==> src/rtl/pkt_descr_pkg.sv <==
package pkt_descr_pkg;
  localparam int ADDR_W = 10;
  localparam int PT_W   = 8;
  localparam int SEED_W = 15;
  localparam int N_ENT  = 4;
  localparam int IDX_W  = $clog2(N_ENT);
  localparam int LOC_W  = 2;

  localparam logic [PT_W-1:0] PT_BYP_A = 8'h00;
  localparam logic [PT_W-1:0] PT_BYP_B = 8'h3F;

  typedef struct packed {
    logic              en;
    logic              auto_m;
    logic              deny;
    logic [LOC_W-1:0]  loc;
    logic [ADDR_W-1:0] addr;
    logic [SEED_W-1:0] seed;
  } entry_t;
endpackage

==> src/rtl/pkt_entry_regs.sv <==
module pkt_entry_regs
  import pkt_descr_pkg::*;
(
  input  logic                   clk_i,
  input  logic                   rst_ni,
  input  logic                   we_i,
  input  logic [IDX_W-1:0]       idx_i,
  input  entry_t                 wdata_i,
  output entry_t [N_ENT-1:0]     ent_o
);
  for (genvar g = 0; g < N_ENT; g++) begin : g_ent
    entry_t ent_q;
    always_ff @(posedge clk_i or negedge rst_ni) begin
      if (!rst_ni)                              ent_q <= '0;
      else if (we_i && idx_i == IDX_W'(g))      ent_q <= wdata_i;
    end
    assign ent_o[g] = ent_q;
  end
endmodule

==> src/rtl/pkt_addr_match.sv <==
module pkt_addr_match
  import pkt_descr_pkg::*;
(
  input  entry_t [N_ENT-1:0] ent_i,
  input  logic [ADDR_W-1:0]  addr_i,
  input  logic               sf_i,
  output logic               hit_o,
  output logic [IDX_W-1:0]   idx_o
);
  localparam int CTR_LO = (ADDR_W - 4) / 2;
  localparam logic [ADDR_W-1:0] CTR_MASK = ADDR_W'(15) << CTR_LO;

  logic [N_ENT-1:0] hit_v;

  for (genvar g = 0; g < N_ENT; g++) begin : g_cmp
    logic [ADDR_W-1:0] care;
    assign care     = ent_i[g].auto_m ? ~CTR_MASK : '1;
    assign hit_v[g] = ent_i[g].en && ent_i[g].loc[sf_i] &&
                      (((addr_i ^ ent_i[g].addr) & care) == '0);
  end

  // lowest index wins
  always_comb begin
    hit_o = |hit_v;
    idx_o = '0;
    for (int i = N_ENT - 1; i >= 0; i--) begin
      if (hit_v[i]) idx_o = IDX_W'(i);
    end
  end
endmodule

==> src/rtl/pkt_keystream.sv <==
module pkt_keystream #(
  parameter int W = 15
) (
  input  logic         clk_i,
  input  logic         rst_ni,
  input  logic         load_i,
  input  logic [W-1:0] seed_i,
  input  logic         step_i,
  output logic         key_o
);
  logic [W-1:0] s_q;

  always_ff @(posedge clk_i or negedge rst_ni) begin
    if (!rst_ni)     s_q <= '0;
    else if (load_i) s_q <= seed_i;
    else if (step_i) s_q <= {s_q[W-2:0], s_q[W-1] ^ s_q[W-2]};
  end

  assign key_o = s_q[W-1];
endmodule

==> src/rtl/pkt_descrambler.sv <==
module pkt_descrambler
  import pkt_descr_pkg::*;
#(
  parameter int HDR_BITS = 23,
  parameter int PAY_BITS = 720,
  parameter int LAT      = 4
) (
  input  logic              clk_i,
  input  logic              rst_ni,
  input  logic              bit_i,
  input  logic              pkt_start_i,
  input  logic              subframe_i,
  input  logic              cfg_we_i,
  input  logic [IDX_W-1:0]  cfg_idx_i,
  input  logic [ADDR_W-1:0] cfg_addr_i,
  input  logic [LOC_W-1:0]  cfg_loc_i,
  input  logic              cfg_en_i,
  input  logic              cfg_auto_i,
  input  logic              cfg_deny_i,
  input  logic [SEED_W-1:0] cfg_seed_i,
  output logic              bit_o
);
  localparam int TOT   = HDR_BITS + PAY_BITS;
  localparam int POS_W = $clog2(TOT + 1);
  localparam int HW    = ADDR_W + PT_W;

  // entry storage
  entry_t             cfg_w;
  entry_t [N_ENT-1:0] ent;

  always_comb begin
    cfg_w        = '0;
    cfg_w.en     = cfg_en_i;
    cfg_w.auto_m = cfg_auto_i;
    cfg_w.deny   = cfg_deny_i;
    cfg_w.loc    = cfg_loc_i;
    cfg_w.addr   = cfg_addr_i;
    cfg_w.seed   = cfg_seed_i;
  end

  pkt_entry_regs u_regs (
    .clk_i   (clk_i),
    .rst_ni  (rst_ni),
    .we_i    (cfg_we_i),
    .idx_i   (cfg_idx_i),
    .wdata_i (cfg_w),
    .ent_o   (ent)
  );

  // bit position tracking
  logic [POS_W-1:0] pos_q, cur;
  logic             busy_q, cur_vld, sf_q;
  logic [HW-1:0]    hdr_q;

  assign cur_vld = pkt_start_i | busy_q;
  assign cur     = pkt_start_i ? '0 : pos_q;

  always_ff @(posedge clk_i or negedge rst_ni) begin
    if (!rst_ni) begin
      pos_q  <= '0;
      busy_q <= 1'b0;
      sf_q   <= 1'b0;
      hdr_q  <= '0;
    end else begin
      if (pkt_start_i) sf_q <= subframe_i;
      if (cur_vld && cur < POS_W'(HW)) hdr_q <= {bit_i, hdr_q[HW-1:1]};
      if (cur_vld) begin
        if (cur == POS_W'(TOT - 1)) begin
          busy_q <= 1'b0;
        end else begin
          busy_q <= 1'b1;
          pos_q  <= cur + 1'b1;
        end
      end
    end
  end

  // recognition, decided on the last header bit
  logic             hit;
  logic [IDX_W-1:0] hit_idx;
  entry_t           sel;
  logic             pt_byp, dec;

  pkt_addr_match u_match (
    .ent_i  (ent),
    .addr_i (hdr_q[ADDR_W-1:0]),
    .sf_i   (sf_q),
    .hit_o  (hit),
    .idx_o  (hit_idx)
  );

  assign sel    = ent[hit_idx];
  assign pt_byp = (hdr_q[HW-1:ADDR_W] == PT_BYP_A) || (hdr_q[HW-1:ADDR_W] == PT_BYP_B);
  assign dec    = cur_vld && (cur == POS_W'(HDR_BITS - 1));

  logic gate_q, descr_q, byp_q;

  always_ff @(posedge clk_i or negedge rst_ni) begin
    if (!rst_ni) begin
      gate_q  <= 1'b0;
      descr_q <= 1'b0;
      byp_q   <= 1'b0;
    end else if (pkt_start_i) begin
      gate_q  <= 1'b0;
      descr_q <= 1'b0;
      byp_q   <= 1'b0;
    end else if (dec) begin
      gate_q  <= hit & sel.deny;
      descr_q <= hit & ~sel.deny & ~pt_byp;
      byp_q   <= hit & ~sel.deny & pt_byp;
    end
  end

  logic pay_act, gate_act, descr_act, byp_act, key_bit;

  assign pay_act   = cur_vld && (cur >= POS_W'(HDR_BITS));
  assign gate_act  = pay_act & gate_q;
  assign descr_act = pay_act & descr_q;
  assign byp_act   = pay_act & byp_q;

  pkt_keystream #(.W(SEED_W)) u_key (
    .clk_i  (clk_i),
    .rst_ni (rst_ni),
    .load_i (dec),
    .seed_i (sel.seed),
    .step_i (pay_act),
    .key_o  (key_bit)
  );

  // process at entry, then fixed delay line
  logic           s0;
  logic [LAT-1:0] pipe_q;

  assign s0 = gate_act | (bit_i ^ (descr_act & key_bit));

  always_ff @(posedge clk_i or negedge rst_ni) begin
    if (!rst_ni) pipe_q <= '0;
    else         pipe_q <= {pipe_q[LAT-2:0], s0};
  end

  assign bit_o = pipe_q[LAT-1];
endmodule

==> config.mk <==
export PLATFORM = sky130hd
export DESIGN_NAME = pkt_descrambler
export DESIGN_NICKNAME = d
export VERILOG_FILES = /design/src/rtl/pkt_descr_pkg.sv /design/src/rtl/pkt_entry_regs.sv /design/src/rtl/pkt_addr_match.sv /design/src/rtl/pkt_keystream.sv /design/src/rtl/pkt_descrambler.sv
export SDC_FILE = /design/constraint.sdc
export NUM_CORES = 1
export LEC_CHECK = 0
export ABC_AREA = 1
export BUFFER_PORTS_ARGS = -buffer_cell sky130_fd_sc_hd__buf_2
export CORE_MARGIN = 3
export CORE_UTILIZATION = 36
export CTS_BUF_LIST = sky130_fd_sc_hd__clkbuf_16
export CTS_CLUSTER_SIZE = 12
export DETAILED_ROUTE_END_ITERATION = 12
export GPL_ROUTABILITY_DRIVEN = 1
export PLACE_DENSITY_LB_ADDON = 0.1
export REMOVE_ABC_BUFFERS = 1
export SLEW_MARGIN = 40
export SYNTH_ARGS = -nofsm -noshare
export SYNTH_HDL_FRONTEND = slang
export SYNTH_HIERARCHICAL = 1
export SYNTH_SLANG_ARGS = --single-unit
==> constraint.sdc <==
create_clock -name clk_i -period 2 [get_ports clk_i]
set_input_delay 0.2 -clock clk_i [delete_from_list [all_inputs] [get_ports clk_i]]
set_output_delay 0.2 -clock clk_i [all_outputs]
set_load 0.01 [all_outputs]
After elaboration in Yosys (flattened, before gate mapping)

Cells that the tools add are included.

Add/subtract/negate cells: 1
Magnitude comparators: 4
Equal/unequal tests: 6
Muxes and demuxes: 26
Bitwise logic cells: 21
Reduce and logical (&&, ||, !) cells: 26

Operators with widths:

| cell                    | number |
|---|---|
| $bmux W30 S2            | 1 |
| $and A10 B10 Y10        | 4 |
| $logic_not A10 Y1       | 4 |
| $xor A10 B10 Y10        | 4 |
| $mux W15                | 2 |
| $mux W28                | 1 |
| $mux W7                 | 4 |
| $logic_and A1 B1 Y1     | 15 |
| $mux W1                 | 13 |
| $add A10 B1 Y10 const B | 1 |
| $eq A10 B10 Y1 const B  | 1 |
| $eq A10 B5 Y1 const B   | 1 |
| $ge A10 B5 Y1 const B   | 1 |
| $lt A10 B5 Y1 const B   | 1 |
| $mux W10                | 1 |
| $eq A8 B6 Y1 const B    | 1 |
| $logic_not A8 Y1        | 1 |
| $mux W2                 | 4 |
| $and A1 B1 Y1           | 6 |
| $eq A2 B2 Y1 const B    | 2 |
| $reduce_bool A2 Y1      | 2 |
| $reduce_or A4 Y1        | 1 |
| $lt A2 B3 Y1 const B    | 1 |
| $not A1 Y1              | 3 |
| other kinds (7)         | 9 |

Register bits: 171
Word-level logic and storage cells: 116

Longest topological paths before layout

Depth after elaboration: 15
Depth in mapped cells: 18
Mapped depth without buffers: 18

By module

The synthesis kept the hierarchy.

Modules (own cells, without submodules):

| module          | times used | cells an instance | area each (um^2) | sequential area each (um^2) |
|---|---|---|---|---|
| pkt_entry_regs  | 1          | 536               | 4939.7           | 3002.9 |
| pkt_descrambler | 1          | 318               | 2343.5           | 900.9 |
| pkt_addr_match  | 1          | 206               | 900.9            | 0.0 |
| pkt_keystream   | 1          | 87                | 691.9            | 375.4 |

Worst setup path before layout

No wires, ideal clock.

Path type: register to register
Start: reg hdr_q[1]
End: reg u_key.s_q[0]
Data arrival time: 1.980 ns
Required time: 1.879 ns
Setup slack: -0.101 ns
Cell stages (with the launch flop): 17
Period minus slack after synthesis: 2.101 ns
Cell sequence: dfrtp_1 inv_2 or2_0 nand2_1 nor2_2 nand2_2 nor2_2 nand2_1 a21oi_1 inv_1 clkbuf_1 o21ai_0 o22ai_1 nand2_1 inv_1 a21oi_1 nand2_1

RTL lines:

| item                     | line                  | RTL |
|---|---|---|
| start: declaration       | pkt_descrambler.sv:53 | `logic [HW-1:0] hdr_q;` |
| start signal: assignment | pkt_descrambler.sv:66 | `if (cur_vld && cur < POS_W'(HW)) hdr_q <= {bit_i, hdr_q[HW-1:1]};` |
| end signal: assignment   | pkt_keystream.sv:15   | `else if (load_i) s_q <= seed_i;` |
| end signal: assignment   | pkt_keystream.sv:16   | `else if (step_i) s_q <= {s_q[W-2:0], s_q[W-1] ^ s_q[W-2]};` |
| end: declaration         | pkt_keystream.sv:11   | `logic [W-1:0] s_q;` |

==> reports/qor.yml <==
fin_tns_setup_ns: -1.825
final_area_mm2: 0.01036
reg2reg_slack_ns: -0.17
nets: 1244
arrival_ns: 2.48
slew_headroom_pct: 66.02
grt_overflow_total: 0
worst_pin_slew_ns: 0.5097
wl_per_cell_um: 16.29
timing.critical_path.fanout_max: 10
finalWirelength_um: 25010
clockBufferDepth: 2
syn_inst: 1147
initial_core_util_pct: 37.26
total_power_mw: 8.520
synthTopCellsByCount: "nand2_1, dfrtp_1, nand4_1"
synth_top_cell_by_area: "dfrtp_1"
synth_cell_types: 38
drcViolationCount: 0
p_clk_share_pct: 35.8
crit_path_end_kind: "flip-flop"
stdcell_count: 1535
fin_crit_sh_pct: 108.5
ys_top_cells_by_area: "dfrtp_1, nand2_1, nand4_1, nand3_1, nor2_1"
synth-async-reset-ratio_pct: 100.0
grt_usage_pct: 19.65
drive_above_1_share_pct: 17.93
seq_power_share_pct: 49.2
synth.top_cell.area_share_pct: 48.21
holdWs_ns: 0.05468
fin_ws_ns: -0.1691
drt-met1-wl_um: 12680
p_sw_share_pct: 30.14
top_layer: "met4"
internal_power_mw: 5.952
pre_cts_slack_ns: -0.2276
setup.worst_path.start: "hdr_q[9]"
status: "finished, violations left"
fp.coreArea_mm2: 0.02382
worst_r2r_path_depth: 13
p_leak_nw: 5.296
cts_max_level: 4
min_from: "cfg_seed_i[10]"
antenna_found_initial: 0
ys.warnings.count: 6
cts_tree: "yes"
crit_required_ns: 2.31
dpl.cell_count: 1499
seq_area_frac_synth_pct: 48.21
crit_type: "reg2reg"
ys_seq_elements: 171
finClkSkew_ns: 0.01268
failed_checks: "setup timing"
met3_length_um: 781
cp-start-kind: "flip-flop"
met2_length_um: 11420
first_pass_iters: 5
period_needed_ns: 2.169
rsz0062_at_grt: "yes"
die_h_um: 163.0
grt_max_degree: 49
clock-sinks: 171
io_pins: 39
pwr-share-comb_pct: 15.0
r2r-end: "u_key/s_q[7]"
area_delta_synth_final_pct: 16.70
dp_hpwl_um: 16450
setup_viol: 17
reg2reg_from: "hdr_q[9]"
num_rows: 56
clock_latency_ns: 0.43
cap_violations: 0
cts_buffers: 17
min_delay_path_depth: 3
die_x_um: 163.0
via_per_inst: 4.990
ant_nets: 0
p_switching_mw: 2.568
final_util_pct: 43.48
ir_drop_uv: 425.5
io_buffers: 38
drt_iter0_markers: 463
synth_edf_count: 0
die_area_mm2: 0.02658
grt_pass1_wl_um: 41140
syn-cell-area_mm2: 0.008876
hold_path.class: "in2reg"
hold_violations: 0
root_buffer: "clkbuf_16"
powerDensity_mw_per_mm2: 822.5
max_freq_mhz: 461.0
grt_pass1_vias: 7433
yosysMostFrequentCell: "nand2_1"
ys.flop_type: "dfrtp_1"
clkTransAtPathRegs_ns: 0.07
syn_area_per_cell_um2: 7.738
n_antenna_cell: 0
dpl_cell_area_mm2: 0.009639
fill_cells: 2472
drv_slew: 0
gp_congestion: 0.8160
holdPathEnd: "u_regs/ent_o[10]"
vias: 7659
==> worst max-delay path, stage by stage, from the launching register on <==
cell and delay (ns):
dfrtp_1 0.42, buf_4 0.15, xor2_1 0.15, nor2_1 0.09, nand2_1 0.05, nor2_1 0.16
nand2_1 0.13, a21oi_4 0.25, inv_4 0.08, buf_6 0.15, nor2_1 0.16, o22ai_2 0.12
nand2_1 0.07, nand3_1 0.07
==> registers in the layout (all words and copies together) (netlist names) <==
name,count
descr_q,1
pipe_q,4
pos_q,10
gate_q,1
sf_q,1
u_key/s_q,15
hdr_q,18
busy_q,1
u_regs/ent_o,120
==> cells by family after synthesis <==
kind of cell	count (synthesis)	share of synthesized area, %
flip-flops	171	48.21
AND/OR/NAND/NOR	712	34.99
buffers and inverters	155	8.472
XOR/XNOR	15	1.480
adder cells (fa/ha/maj)	2	0.2819
AO/OA/AOI/OAI	92	6.569
==> power by group through the flow <==
stage | Combinational [mW] | Sequential, mW | Clock, mW
after floorplan | 0.733 | 4.14 | 0
after detailed placement | 1.26 | 4.24 | 0
final | 1.28 | 4.19 | 3.05
after global placement | 1.25 | 4.24 | 0
after CTS | 1.28 | 4.18 | 3.13
after global routing | 1.49 | 4.24 | 3.29
==> how the worst max path moves through the flow <==
stage	end	slack, ns	cells after the start
5_1_grt	u_key/s_q[7]	-0.37	16
4_1_cts	descr_q	-0.19	17
3_3_place_gp	u_key/s_q[1]	-0.22	13
3_5_place_dp	descr_q	-0.23	15
2_1_floorplan	u_key/s_q[0]	-1.43	15
6_report	u_key/s_q[7]	-0.17	13
==> routing by layer <==
metal  GRT usage [%]  vias up
met1           29.11     3684
li1                -     3840
met5               0        -
met4           3.306        0
met2           30.90      128
met3           3.170        7
==> timing repair <==
| item | 4_1_cts | 5_1_grt |
|---|---|---|
| endpoints found under the hold margin | 44 | 0 |
| gates resized for setup | 29 | 32 |
| hold buffers | 2 | 0 |
| setup endpoints to repair | 17 | 18 |
| buffers inserted | 3 | 0 |
| pin swaps | 4 | 6 |
==> layout by cell type (no fill, tap or decap), drive strengths merged <==
cell / n
a21boi: 1
a21oi: 6
buf: 103
clkbuf: 17
clkinv: 4
clkinvlp: 5
dfrtp: 171
dlygate4sd3: 2
ha: 2
inv: 93
nand2: 451
nand3: 69
nand3b: 1
nand4: 98
nor2: 85
nor3: 5
nor3b: 1
o21ai: 70
o22ai: 15
or2: 2
xnor2: 9
xor2: 6
==> final cells by class <==
class	instances	area [µm²]	area share [%]
repair buffers	105	854.6	8.250
clock inverters	14	98.84	0.9542
inverters	88	337.8	3.261
clock buffers	17	425.4	4.107
well taps	319	399.1	3.853
multi-input cells	821	3960	38.23
flip-flops and latches	171	4283	41.35
Note: power is estimated with default switching activity, not from simulation.
